==> config.mk <==
export PLATFORM = sky130hd
export DESIGN_NAME = wdog_tw
export DESIGN_NICKNAME = d
export VERILOG_FILES = /design/src/rtl/wdog_tw.sv
export SDC_FILE = /design/constraint.sdc
export NUM_CORES = 1
export LEC_CHECK = 0
export ABC_AREA = 1
export BUFFER_PORTS_ARGS = -buffer_cell sky130_fd_sc_hd__buf_2
export CAP_MARGIN = 20
export CELL_PAD_IN_SITES_DETAIL_PLACEMENT = 0
export CELL_PAD_IN_SITES_GLOBAL_PLACEMENT = 1
export CORE_UTILIZATION = 40
export DETAILED_ROUTE_END_ITERATION = 6
export PLACE_DENSITY = 0.82
export SYNTH_ARGS = -nofsm -noshare
export SYNTH_HDL_FRONTEND = slang
export SYNTH_SLANG_ARGS = --single-unit
==> constraint.sdc <==
create_clock -name clk -period 1.5 [get_ports clk]
set_input_delay 0.15 -clock clk [delete_from_list [all_inputs] [get_ports clk]]
set_output_delay 0.15 -clock clk [all_outputs]
set_load 0.01 [all_outputs]
==> src/rtl/wdog_tw.sv <==
module wdog_tw #(
  parameter int PRESCALE = 1,
  parameter int T_TMO    = 65,
  parameter int T_CLOSED = 6,
  parameter int T_OPEN   = 100,
  parameter int T_RST    = 8,
  parameter int MIN_LOW  = 6,
  parameter int UV_FILT  = 15
) (
  input  logic       clk,
  input  logic       rst_n,
  input  logic       wd_on,
  input  logic       trig,
  input  logic       uv_flag,
  input  logic       hot_flag,
  input  logic       pwr_on,
  output logic       mcu_rst_n,
  output logic [1:0] wd_mode
);
  localparam int PW   = (PRESCALE > 1) ? $clog2(PRESCALE) : 1;
  localparam int TMAX = (T_TMO > T_OPEN) ? ((T_TMO > T_CLOSED) ? T_TMO : T_CLOSED)
                                         : ((T_OPEN > T_CLOSED) ? T_OPEN : T_CLOSED);
  localparam int CW = $clog2(TMAX + 1);
  localparam int RW = $clog2(T_RST + 1);
  localparam int LW = $clog2(MIN_LOW + 1);
  localparam int UW = $clog2(UV_FILT + 1);
  localparam logic [1:0] M_OFF = 2'd0, M_TMO = 2'd1, M_CLS = 2'd2, M_OPN = 2'd3;

  logic [PW-1:0] pre_q;
  logic [2:0]    sy;
  logic          armed;
  logic [LW-1:0] lowcnt;
  logic [1:0]    phase;
  logic [CW-1:0] cnt, lim;
  logic [UW-1:0] uvcnt;
  logic [RW-1:0] rcnt;

  wire tick   = (pre_q == PW'(PRESCALE - 1));
  wire in_rst = (rcnt != '0);
  wire run    = wd_on & ~in_rst;
  wire fall   = sy[2] & ~sy[1];
  wire svc    = run & armed & ~sy[1] & tick & (lowcnt == LW'(MIN_LOW - 1));
  wire last   = (cnt == lim);
  wire fail   = run & ((phase == M_CLS) ? svc : (tick & last & ~svc));
  wire uv_trip = uv_flag & (uvcnt == UW'(UV_FILT - 1));
  wire ev     = fail | pwr_on | hot_flag | uv_trip;

  always_comb begin
    case (phase)
      M_CLS:   lim = CW'(T_CLOSED - 1);
      M_OPN:   lim = CW'(T_OPEN - 1);
      default: lim = CW'(T_TMO - 1);
    endcase
  end

  always_ff @(posedge clk or negedge rst_n) begin
    if (!rst_n)    pre_q <= '0;
    else if (tick) pre_q <= '0;
    else           pre_q <= pre_q + PW'(1);
  end

  always_ff @(posedge clk or negedge rst_n) begin
    if (!rst_n) sy <= 3'b111;
    else        sy <= {sy[1:0], trig};
  end

  always_ff @(posedge clk or negedge rst_n) begin
    if (!rst_n) begin
      armed  <= 1'b0;
      lowcnt <= '0;
    end else if (!run) begin
      armed  <= 1'b0;
      lowcnt <= '0;
    end else if (fall) begin
      armed  <= 1'b1;
      lowcnt <= tick ? LW'(1) : '0;
    end else if (svc || sy[1]) begin
      armed  <= 1'b0;
    end else if (armed && tick) begin
      lowcnt <= lowcnt + LW'(1);
    end
  end

  always_ff @(posedge clk or negedge rst_n) begin
    if (!rst_n) begin
      phase <= M_TMO;
      cnt   <= '0;
    end else if (!run || fail) begin
      phase <= M_TMO;
      cnt   <= '0;
    end else if (svc) begin
      phase <= M_CLS;
      cnt   <= '0;
    end else if (tick) begin
      if (last) begin
        phase <= M_OPN;
        cnt   <= '0;
      end else begin
        cnt   <= cnt + CW'(1);
      end
    end
  end

  always_ff @(posedge clk or negedge rst_n) begin
    if (!rst_n)                uvcnt <= '0;
    else if (!uv_flag)         uvcnt <= '0;
    else if (tick && !uv_trip) uvcnt <= uvcnt + UW'(1);
  end

  always_ff @(posedge clk or negedge rst_n) begin
    if (!rst_n)                rcnt <= '0;
    else if (ev)               rcnt <= RW'(T_RST);
    else if (in_rst && tick)   rcnt <= rcnt - RW'(1);
  end

  assign mcu_rst_n = ~in_rst;
  assign wd_mode   = wd_on ? phase : M_OFF;
endmodule

==> out/results.txt, run 1 <==
From synthesis to final layout, the design area changed by 22.02%. Max-cap violations in this run came to 0. The mean instance size in the synthesized netlist is 8.960 um2, and the setup-violating endpoint count in the final report is 2. TritonCTS built the clock tree. Summing all multi-input logic gate instances after layout gives 675.6 um2. The first global-routing pass estimated 3.995 mm of wire. At the pin with the least slew margin, the transition time is 0.5460 ns. At the end of the flow the core is filled with cells to 52.50%. Core area: 0.003103 mm2.

The clock-pin slew on the worst setup and hold paths is 0.14 ns. The flow ran to the end, but the final reports show violations. The tools report the aggregate routed wire length as 2.515 mm. The most repeated library cell on the critical path was sky130_fd_sc_hd__nand2_4. The total routing resource utilization after global routing came out at 15.16%. The number of antenna diodes in the final layout is 0.

The tools report the kind of end point of the critical path as a register. The run gives 608.1 um2 as the area of all sequential standard cells. The number of different library cells used by synthesis comes to 27. By instance count, the leading cell after synthesis is sky130_fd_sc_hd__nand2_1. Once detail routing completed, the nets flagged for antenna violations numbered 0. Dividing the detail-routed via count by the number of cells gives 4.694. Fraction of layout cells with a size suffix above 1: 34.86%.

The post-route minimum period was 1.519 ns. Among all flip-flop cells after synthesis, the most frequent one is sky130_fd_sc_hd__dfrtp_1. The number of warnings issued by yosys was 0; the worst clock skew on the final layout was 0.006601 ns.

The highest achievable clock rate came out at 658.5 MHz. The via count of the first global-routing pass is 961, and the maximum buffer depth of the clock tree is 2. The delay of the slowest cell on the worst path is 0.42 ns. Measured along the y axis, the die boundary spans 59.77 um. The kind of critical path was register to register.

The synthesized instance count was 149. The path category of the worst min-delay check was input port to register. The final count of hold timing violations is 0, and the share of flip-flops with an asynchronous set or reset after synthesis is 100.0%. The leftover overflow at the end of global routing was 0. For the worst-skew pair, the clock arrives at the later sink with an insertion delay of 0.33 ns.

The number of synthesized flops with an enable pin is 0. The worst setup path is launched from a register. The number of buffers created by CTS is 3. Setup repair after global routing could not meet its margin everywhere. Synthesis inferred 24 register bits. The tools report the number of DRC markers in iteration 0 as 22.

The dominant cell type by area after synthesis was sky130_fd_sc_hd__dfrtp_1. For this design, the sink count on the clock tree is 24. The critical path goes through inv_2 > ha_4 > nand4_1 > inv_2 > nand2_4 > nand2_4 > nand2_4 > nand2_2 > nand2_2 > or2_1. Maximum ir drop on the vdd rail: 0.4122 mV. The tools report the number of primary I/O pins as 10. Dividing the final minimum period by the clock period gives 101.2%.

Port buffering added 9 buffers. The run gives 1.77 ns as the worst path required time. The total count of max-transition violations in the final report came out at 0. The kind of cell adding the most delay to the critical path was simple AND/OR/NAND/NOR gates. Counting every net in the synthesized netlist gives 163. In this run the worst path has a maximum fanout of 2. The final reports fail on setup timing. The share of the Yosys chip area taken by registers is 45.36%. For the worst-case setup margin in the final layout, the log shows -0.01870 ns. The largest individual stage delay along the critical path comes from the cell sky130_fd_sc_hd__dfrtp_1. The number of H-tree branching levels is 1, and the total leakage power is 0.7684 nW.

The congestion estimate from routability-driven global placement came to 0.7643. Summing every instance area after synthesis gives 0.001335 mm2. The number of antenna violations at the first check in global routing was 0; the number of core rows was 20. The average wire length per cell after detail routing came out at 11.48 um. The run gives 1.79 ns as the worst endpoint data arrival time. The share of synthesized area in the top cell type comes to 37.49%.

Yosys attributes the largest share of cell area to sky130_fd_sc_hd__dfrtp_1 37%, sky130_fd_sc_hd__dfstp_2 7.9%, sky130_fd_sc_hd__nand2_1 7.0%, sky130_fd_sc_hd__ha_1 6.6%, sky130_fd_sc_hd__inv_1 6.5%. The initial utilization of the core area, before any placement, comes to 43.02%. The root buffer selected by CTS is sky130_fd_sc_hd__clkbuf_4. In the synthesized netlist, the cells that appear most often are 25 x sky130_fd_sc_hd__nand2_1, 23 x sky130_fd_sc_hd__inv_1, 20 x sky130_fd_sc_hd__dfrtp_1. The run gives 63.60% as the worst relative slew slack.

The run gives 0 as the final routed DRC violation total. The x dimension of the die is 59.77 um, and the worst setup timing slack at the placement stage is -0.02278 ns. The via count is 1028, and the buffers plus inverters on the worst setup path is 2.

Detailed placement finished with a half-perimeter wire length of 1.733 mm. Entering global routing, the biggest net connects 25 pins. The first detailed-routing pass ran for 4 iterations.

The floorplan step defined a die boundary enclosing 0.003572 mm2. The number of nets at the end of the flow was 190. Counting the fill cells in the layout gives 300. Power spread over the standard cell area amounts to 740.7 mW/mm2.
## sequential cells by signal, indices dropped and copies added, names as in the netlist
| name | count |
|---|---|
| cnt | 7 |
| rcnt | 4 |
| uvcnt | 4 |
| lowcnt | 3 |
| sy | 3 |
| phase | 2 |
| armed | 1 |
## placed cells by master (no fill, tap or decap), types with 2 or more instances in the layout
cell type,instances
sky130_fd_sc_hd__nand2_1,23
sky130_fd_sc_hd__dfrtp_1,18
sky130_fd_sc_hd__inv_1,17
sky130_fd_sc_hd__nor2_1,12
sky130_fd_sc_hd__nand3_1,11
sky130_fd_sc_hd__buf_4,11
sky130_fd_sc_hd__inv_2,9
sky130_fd_sc_hd__buf_2,9
sky130_fd_sc_hd__nand4_1,6
sky130_fd_sc_hd__nand2_4,5
sky130_fd_sc_hd__ha_1,5
sky130_fd_sc_hd__nand2_2,4
sky130_fd_sc_hd__xor2_1,4
sky130_fd_sc_hd__dfstp_2,4
sky130_fd_sc_hd__xnor2_1,3
sky130_fd_sc_hd__nor3b_2,3
sky130_fd_sc_hd__o21ai_0,3
sky130_fd_sc_hd__a21oi_1,3
sky130_fd_sc_hd__clkbuf_4,3
sky130_fd_sc_hd__nand3_2,2
sky130_fd_sc_hd__o22ai_1,2
sky130_fd_sc_hd__ha_4,2
sky130_fd_sc_hd__dlygate4sd3_1,2
sky130_fd_sc_hd__dfrtp_2,2
## tightest hold or removal path, stage by stage
cell and delay, ns:
sky130_fd_sc_hd__buf_2 0.08, sky130_fd_sc_hd__nor3b_2 0.06, sky130_fd_sc_hd__o211ai_1 0.09
## logic make-up after synthesis
| family | after synthesis | share of synthesized area, % |
|---|---|---|
| AO/OA/AOI/OAI | 11 | 4.686 |
| adder cells (fa/ha/maj) | 7 | 6.560 |
| buffers and inverters | 27 | 7.966 |
| AND/OR/NAND/NOR | 73 | 30.84 |
| XOR/XNOR | 7 | 4.592 |
| flip-flops | 24 | 45.36 |
## final timing paths
kind / from / endpoint / slack (ns) / cells past startpoint
worst max register to register: lowcnt[1] / phase[0] / -0.02 / 10
worst min-delay path: pwr_on / rcnt[3] / 0.09 / 3
worst min register to register: sy[0] / sy[1] / 0.37 / 0
worst max-delay path: lowcnt[1] / phase[0] / -0.02 / 10
max in group asynchronous: rst_n / phase[1] / 0.77 / 2
min in group asynchronous: rst_n / lowcnt[0] / 0.33 / 2
## routing by layer
layer / share of wire [%] / track usage [%] / vias up
met1: 47 / 19.35 / 483
met5: 0 / 0 / -
met4: 2.1 / 7.973 / 0
li1: - / - / 532
met2: 50 / 24.44 / 8
met3: 1.2 / 2.597 / 5
## cell type report
class | count | area share, %
Timing Repair Buffer | 22 | 9.063
Sequential cell | 24 | 37.33
Clock buffer | 4 | 2.227
Multi-Input combinational cell | 98 | 41.47
Inverter | 27 | 6.528
Tap cell | 44 | 3.379
## through the flow
| step | power (mW) | instance area [um2] | setup TNS [ns] | std cells | hold WS, ns |
|---|---|---|---|---|---|
| 5_1_grt | 1.260 | 1629 | -0.5912 | 219 | 0.09654 |
| 4_1_cts | 1.211 | 1549 | 0 | 213 | 0.08331 |
| 3_5_place_dp | 0.8421 | 1465 | -0.04549 | 206 | 0.1662 |
| 3_3_place_gp | 0.8371 | 1465 | 0 | 206 | 0.1625 |
| 2_1_floorplan | 0.7879 | 1335 | 0 | 149 | -0.1456 |
| 6_report | 1.207 | 1629 | -0.01956 | 219 | 0.08758 |
## timing repair
action | 4_1_cts | 5_1_grt
endpoints found under the hold margin | 21 | 0
endpoints found under the setup margin | 6 | 17
hold buffers | 2 | 0
pin swaps | 0 | 10
setup buffers | 1 | 6
gates resized for setup | 7 | 13
## where the power goes
| group | total (mW) | internal [mW] | leakage [nW] | switching (mW) |
|---|---|---|---|---|
| clock network | 0.355 | 0.149 | 0.0210 | 0.206 |
| registers | 0.690 | 0.673 | 0.309 | 0.0173 |
| logic | 0.161 | 0.0688 | 0.438 | 0.0926 |
| total | 1.21 | 0.891 | 0.768 | 0.316 |
Note: power is estimated with default switching activity, not from simulation.
==> run 2, diff against run 1 <==
- CORE_MARGIN: default -> 3
- HOLD_SLACK_MARGIN: default -> 0.05
==> out/results.txt, run 2 (same netlist as run 1, synthesis figures left out) <==
The run finished with clean final reports. Kind of critical path: register to register (unchanged). The total count of max-transition violations in the final report is 0 (unchanged), and the worst endpoint data arrival time is 1.73 ns (was 1.79 ns). For the number of primary I/O pins, the log shows 10 (unchanged). The tools report the clock sink count as 24 (unchanged). Critical path cell sequence: inv_2 > ha_4 > nand4_1 > inv_2 > nand2_4 > nand2_4 > nand2_4 > nand2_1 > nand2_1 > or2_1 (was inv_2 > ha_4 > nand4_1 > inv_2 > nand2_4 > nand2_4 > nand2_4 > nand2_2 > nand2_2 > or2_1). The met2 usage is 19.95% (was 24.44%), and the maximum ir drop on the vdd rail is 0.4033 mV (was 0.4122 mV). The commonest non-fill, non-tap cell in the layout was sky130_fd_sc_hd__nand2_1 (unchanged).

Transition time of the tightest slew-check pin: 0.5353 ns (was 0.5460 ns). The tools report the number of cells after detailed placement as 207 (was 206). The via count was 1016 (was 1028); the total cell area at the placement stage was 0.001473 mm2 (was 0.001465 mm2). First-pass iteration count of the detailed router: 4 (unchanged). Vertical die dimension: 63.77 um (was 59.77 um).

The total leakage power is 0.7934 nW (was 0.7684 nW). Number of vias per cell: 4.661 (was 4.694). The fraction of layout cells with a size suffix above 1 is 35.06% (was 34.86%).

Largest regs: cnt (7), rcnt (4), uvcnt (4) (unchanged). The share of the clock period used by the worst path works out to 98.34% (was 101.2%). The flop-to-flop setup slack came out at 0.02 ns (was -0.02 ns). For the worst setup timing slack at the placement stage, the log shows 0.0006044 ns (was -0.02278 ns). The register bank with the most flops is cnt (unchanged). The tools report the total power as 1.329 mW (was 1.207 mW). The floorplan die area was 0.004067 mm2 (was 0.003572 mm2); the routability-driven placement congestion ratio was 0.7628 (was 0.7643). The tools report the maximum buffer depth of the clock tree as 2 (unchanged).

The path category of the worst min-delay check was input port to register (unchanged). The leftover overflow at the end of global routing is 0 (unchanged), and the utilization after layout is 53.48% (was 52.50%). Number of antenna violations at the first check in global routing: 0 (unchanged). The number of DRC markers in iteration 0 was 34 (was 22); the final count of hold timing violations was 0 (unchanged).

The worst clock skew on the final layout came out at 0.002544 ns (was 0.006601 ns). Count of cells along the worst hold path: 3 (unchanged). Busiest metal layer after global routing: met2 (unchanged).

The tools report the total routing resource utilization after global routing as 12.41% (was 15.16%). The tools report the kind of start point of the critical path as a register (unchanged). The post-route minimum period is 1.475 ns (was 1.519 ns), and the number of nets at the end of the flow is 189 (was 190).

The number of core rows is 20 (unchanged), and the x dimension of the die is 63.77 um (was 59.77 um). Worst relative slew slack: 64.31% (was 63.60%). The count of port buffers added during placement is 9 (unchanged). The tools report the number of inserted diodes as 0 (unchanged). Capturing point of the worst reg2reg path: phase[0] (unchanged).

Clock-pin slew on the worst setup and hold paths: 0.13 ns (was 0.14 ns). Startpoint of the tightest hold check path: uv_flag (was pwr_on). The setup-violating endpoint count in the final report is 0 (was 2), and the final routed DRC violation total is 0 (unchanged). The delay of the slowest cell on the worst path was 0.41 ns (was 0.42 ns); the via count of the first global-routing pass was 995 (was 961).

The detailed-placement wirelength estimate is 1.698 mm (was 1.733 mm). The number of H-tree branching levels was 1 (unchanged). The count of antenna-violating nets left after detailed routing came out at 0 (unchanged). The tools report the kind of end point of the critical path as a register (unchanged). The final instance count without filler cells was 218 (was 219). TritonCTS built the clock tree. Initial core utilization: 42.68% (was 43.02%). The root buffer selected by CTS is sky130_fd_sc_hd__clkbuf_4 (unchanged). The average wire length per cell after detail routing is 10.90 um (was 11.48 um). For the worst hold slack, the log shows 0.1062 ns (was 0.08758 ns). For the number of max-capacitance violations reported, the log shows 0 (unchanged). The setup TNS after final layout came out at 0 ns (was -0.01956 ns).

The most repeated library cell on the critical path is sky130_fd_sc_hd__nand2_4 (unchanged). The wire length of the first global-routing pass came out at 4.071 mm (was 3.995 mm). The tools report the aggregate routed wire length as 2.377 mm (was 2.515 mm). The number of buffers created by CTS was 3 (unchanged); the worst-case setup margin in the final layout was 0.02487 ns (was -0.01870 ns).

Met1 track demand over resource in global routing: 16.99% (was 19.35%). The cell with the largest stage delay on the worst path was sky130_fd_sc_hd__dfrtp_1 (unchanged). The global routing usage on met3 was 1.582% (was 2.597%); the worst path required time was 1.76 ns (was 1.77 ns). Source of the critical timing path: lowcnt[1] (unchanged).

The cell area after layout was 0.001673 mm2 (was 0.001629 mm2); the flip-flop count of the largest register after layout was 7 (unchanged). The pin count of the biggest net entering global routing came out at 25 (unchanged). The tools report the clock latency of the later-clocked register in the worst-skew pair as 0.31 ns (was 0.33 ns).

The highest achievable clock rate is 677.9 MHz (was 658.5 MHz), and the core area is 0.003128 mm2 (was 0.003103 mm2). The tools report the last element of the critical path as phase[0] (unchanged). The areal power density over the cells was 794.2 mW/mm2 (was 740.7 mW/mm2); the area growth from synthesis to layout was 25.30% (was 22.02%). Setup repair after global routing could not meet its margin everywhere.

The depth of the most critical reg-to-reg path came out at 10 (unchanged). The worst reg2reg path startpoint is lowcnt[1] (unchanged). Commonest cells after routing, fill and taps aside: 22 x sky130_fd_sc_hd__nand2_1, 19 x sky130_fd_sc_hd__dfrtp_1, 17 x sky130_fd_sc_hd__inv_1, 12 x sky130_fd_sc_hd__nor2_1, 11 x sky130_fd_sc_hd__nand3_1 (was 23 x sky130_fd_sc_hd__nand2_1, 18 x sky130_fd_sc_hd__dfrtp_1, 17 x sky130_fd_sc_hd__inv_1, 12 x sky130_fd_sc_hd__nor2_1).

The maximum fanout encountered on the critical timing path works out to 2 (unchanged).
## run 2: changes by cell type in the layout (fill, tap and decap cells not counted), sizes merged
cell / before / now
buf: 20 / 19
bufinv: 0 / 1
clkbuf: 4 / 3
## run 2: worst max-delay path, delay by kind of cell, from the launching register on
kind          cells  cell delay (ns)
flops             1             0.41
simple gates      7             0.66
buf+inv           2             0.22
fa+ha+maj         1             0.12
## run 2: report_power, final
group	internal [mW]	switching, mW	leakage, nW
logic	0.0763	0.0986	0.455
registers	0.673	0.0173	0.311
clock network	0.270	0.193	0.0279
total	1.02	0.309	0.793
## run 2: timing repair
item | CTS | global route
setup buffers | 1 | 4
hold endpoints to repair | 21 | 0
resized for setup | 4 | 22
hold buffers | 2 | 0
endpoints found under the setup margin | 3 | 17
pin swaps | 0 | 10
## run 2: how the worst min path moves through the flow
stage               end  slack (ns)
2_1_floorplan     armed       -0.15
3_3_place_gp   uvcnt[1]        0.16
3_5_place_dp   uvcnt[1]        0.16
4_1_cts        uvcnt[2]        0.09
5_1_grt        uvcnt[2]        0.10
6_report       uvcnt[2]        0.11
## run 2: layer usage
| metal | part of all wire [%] | up-vias |
|---|---|---|
| met5 | 0 | - |
| met4 | 1.3 | 0 |
| met3 | 2.4 | 4 |
| met2 | 48 | 11 |
| met1 | 48 | 476 |
| li1 | - | 525 |
## run 2: cell type report
type                            count  area [um2]
Sequential cell                    24       606.8
Inverter                           27       108.9
Tap cell                           44       55.05
Multi-Input combinational cell     98       709.4
Clock buffer                        3       22.52
Clock inverter                      1       30.03
Fill cell                         285        1455
Timing Repair Buffer               21       140.1
==> run 3, diff against run 2 <==
- CORE_UTILIZATION: 40 -> 45
- PLACE_DENSITY: 0.82 -> 0.87
- clock period: 1.5 -> 1.6 ns (I/O delays scaled with it)
==> out/results.txt, run 3 (same netlist as run 1, synthesis figures left out) <==
Number of inserted diodes: 0 (unchanged). The aggregate routed wire length was 2.245 mm (was 2.377 mm); the routability-driven placement congestion ratio was 0.7215 (was 0.7628). The transition time of the tightest slew-check pin is 0.5278 ns (was 0.5353 ns). The internal power component is 0.8279 mW (was 1.019 mW), and the pin count of the biggest net entering global routing is 25 (unchanged). The total routing resource utilization after global routing was 14.57% (was 12.41%); the clock-pin slew on the worst setup and hold paths was 0.13 ns (about the same). TritonCTS built the clock tree. The number of buffers created by CTS is 3 (unchanged). The worst endpoint data arrival time is 1.34 ns (was 1.73 ns). The switching portion of total power is 24.64% (was 23.28%). The count of antenna-violating nets left after detailed routing was 0 (unchanged). Setup repair after global routing left no endpoint under its margin. Startpoint of the tightest hold check path: pwr_on (was uv_flag). The path category of the worst min-delay check was input port to register (unchanged). The x dimension of the die is 60.47 um (was 63.77 um), and the number of DRC markers in iteration 0 is 13 (was 34). The number of nets at the end of the flow was 182 (was 189).

The initial core utilization is 48.00% (was 42.68%), and the flip-flop count of the largest register after layout is 7 (unchanged). The vertical die dimension came out at 60.47 um (was 63.77 um). Worst path required time: 1.44 ns (was 1.76 ns).

Total count of max-transition violations in the final report: 0 (unchanged). The register bank with the most flops was cnt (unchanged). The worst hold slack came out at 0.1288 ns (was 0.1062 ns).

The number of H-tree branching levels was 1 (unchanged); the average wire length per cell after detail routing was 11.34 um (was 10.90 um). The logs give 0.4832 mV (was 0.4033 mV) for the maximum ir drop on the vdd rail and 24 (unchanged) for the clock sink count. The area growth from synthesis to layout works out to 13.68% (was 25.30%). The tools report the worst clock skew on the final layout as 0.007291 ns (was 0.002544 ns).

Leftover overflow at the end of global routing: 0 (unchanged). The via count came out at 995 (was 1016). The kind of end point of the critical path is a primary output (was a register). The worst reg2reg path startpoint was lowcnt[1] (unchanged). Areal power density over the cells: 723.9 mW/mm2 (was 794.2 mW/mm2).

Derived from the worst setup path, the maximum achievable clock frequency is 667.3 MHz. For the worst relative slew slack, the log shows 64.81% (was 64.31%). The setup TNS after final layout was 0 ns (unchanged).

Fraction of layout cells with a size suffix above 1: 26.95% (was 35.06%). The wire length of the first global-routing pass is 4.064 mm (was 4.071 mm). Via count of the first global-routing pass: 976 (was 995).

For the worst-case setup margin in the final layout, the log shows 0.1015 ns (was 0.02487 ns). The run finished with clean final reports. The run gives 1.099 mW (was 1.329 mW) as the total power. The tools report the floorplan die area as 0.003656 mm2 (was 0.004067 mm2). The number of vias per cell was 5.025 (was 4.661). The relative contribution of the clock network to total power is 28.1% (was 34.9%), and the core area is 0.002781 mm2 (was 0.003128 mm2). The clock latency of the later-clocked register in the worst-skew pair was 0.30 ns (was 0.31 ns); the number of cells after detailed placement was 192 (was 207).

The count of port buffers added during placement works out to 9 (unchanged). The tools report the source of the critical timing path as rcnt[0] (was lowcnt[1]). For the net switching power, the log shows 0.2707 mW (was 0.3093 mW). The root buffer selected by CTS was sky130_fd_sc_hd__clkbuf_4 (unchanged).

The maximum fanout encountered on the critical timing path was 4 (was 2). The detailed-placement wirelength estimate was 1.708 mm (was 1.698 mm); the number of antenna violations at the first check in global routing was 0 (unchanged). The worst path uses 93.65% of the clock period.

The tools report the worst setup timing slack at the placement stage as 0.08639 ns (was 0.0006044 ns). The kind of start point of the critical path was a register (unchanged). The run gives 2 (unchanged) as the maximum buffer depth of the clock tree. The run gives 10 (unchanged) as the number of primary I/O pins. The final count of hold timing violations was 0 (unchanged). Commonest cells after routing, fill and taps aside: 25 x sky130_fd_sc_hd__nand2_1, 20 x sky130_fd_sc_hd__inv_1, 20 x sky130_fd_sc_hd__dfrtp_1, 12 x sky130_fd_sc_hd__nor2_1, 11 x sky130_fd_sc_hd__nand3_1 (was 22 x sky130_fd_sc_hd__nand2_1, 19 x sky130_fd_sc_hd__dfrtp_1, 17 x sky130_fd_sc_hd__inv_1, 12 x sky130_fd_sc_hd__nor2_1, 11 x sky130_fd_sc_hd__nand3_1). The fraction of power consumed by combinational cells is 12.9% (was 13.2%), and the number of max-capacitance violations reported is 0 (unchanged). The kind of critical path is register to primary output (was register to register).

For the setup-violating endpoint count in the final report, the log shows 0 (unchanged). Post-route minimum period: 1.498 ns. The first-pass iteration count of the detailed router was 4 (unchanged); the number of core rows was 19 (was 20).

Largest regs: cnt (7), rcnt (4), uvcnt (4) (unchanged). For the register share of total power, the log shows 59.0% (was 52.0%). Commonest non-fill, non-tap cell in the layout: sky130_fd_sc_hd__nand2_1 (unchanged). The total leakage power is 0.7337 nW (was 0.7934 nW).

The tools report the final instance count without filler cells as 198 (was 218). For the final routed DRC violation total, the log shows 0 (unchanged).
## run 3: path summary, 6_finish.rpt
kind / cells past startpoint / end / slack, ns
min reg2reg: 0 / sy[1] / 0.37
min: 3 / rcnt[3] / 0.13
max in group asynchronous: 2 / sy[1] / 0.88
max reg2reg: 10 / phase[0] / 0.12
min in group asynchronous: 2 / cnt[3] / 0.35
max: 5 / mcu_rst_n / 0.10
## run 3: critical path, cell delays in order (launching register included)
cell,delay (ns)
sky130_fd_sc_hd__dfrtp_1,0.40
sky130_fd_sc_hd__inv_1,0.11
sky130_fd_sc_hd__ha_4,0.17
sky130_fd_sc_hd__nand3_2,0.12
sky130_fd_sc_hd__inv_2,0.11
sky130_fd_sc_hd__buf_2,0.13
## run 3: layout make-up
type	count	area [um2]
Multi-Input combinational cell	98	643.1
Fill cell	258	1264
Sequential cell	24	605.6
Tap cell	31	38.79
Clock buffer	4	36.28
Timing Repair Buffer	14	87.58
Inverter	27	106.4
## run 3: metrics by stage
step,util (%),cell area (um2)
global route,54.57,1518
detailed placement,51.82,1441
CTS,54.03,1503
global placement,51.82,1441
finish,54.57,1518
floorplan,-,1335
## run 3: power groups by stage
stage	Clock (mW)	Combinational [mW]	Sequential (mW)
after floorplan	0	0.0845	0.654
after global placement	0	0.126	0.657
after detailed placement	0	0.129	0.658
after CTS	0.325	0.135	0.647
after global routing	0.355	0.163	0.651
final	0.309	0.142	0.648
## run 3: repair_timing
item | 4_1_cts | 5_1_grt
cloned | 0 | 0
hold buffers | 2 | 0
endpoints found under the setup margin | 1 | 8
gates resized for setup | 2 | 5
setup buffers | 0 | 0
hold endpoints to repair | 21 | 0
## run 3: layer usage
metal	track usage [%]	vias to the layer above	share of wire, %
met5	0	-	0
met4	4.644	0	0.71
met3	2.766	2	3.4
met2	22.22	13	45
met1	21.02	466	51
li1	-	514	-
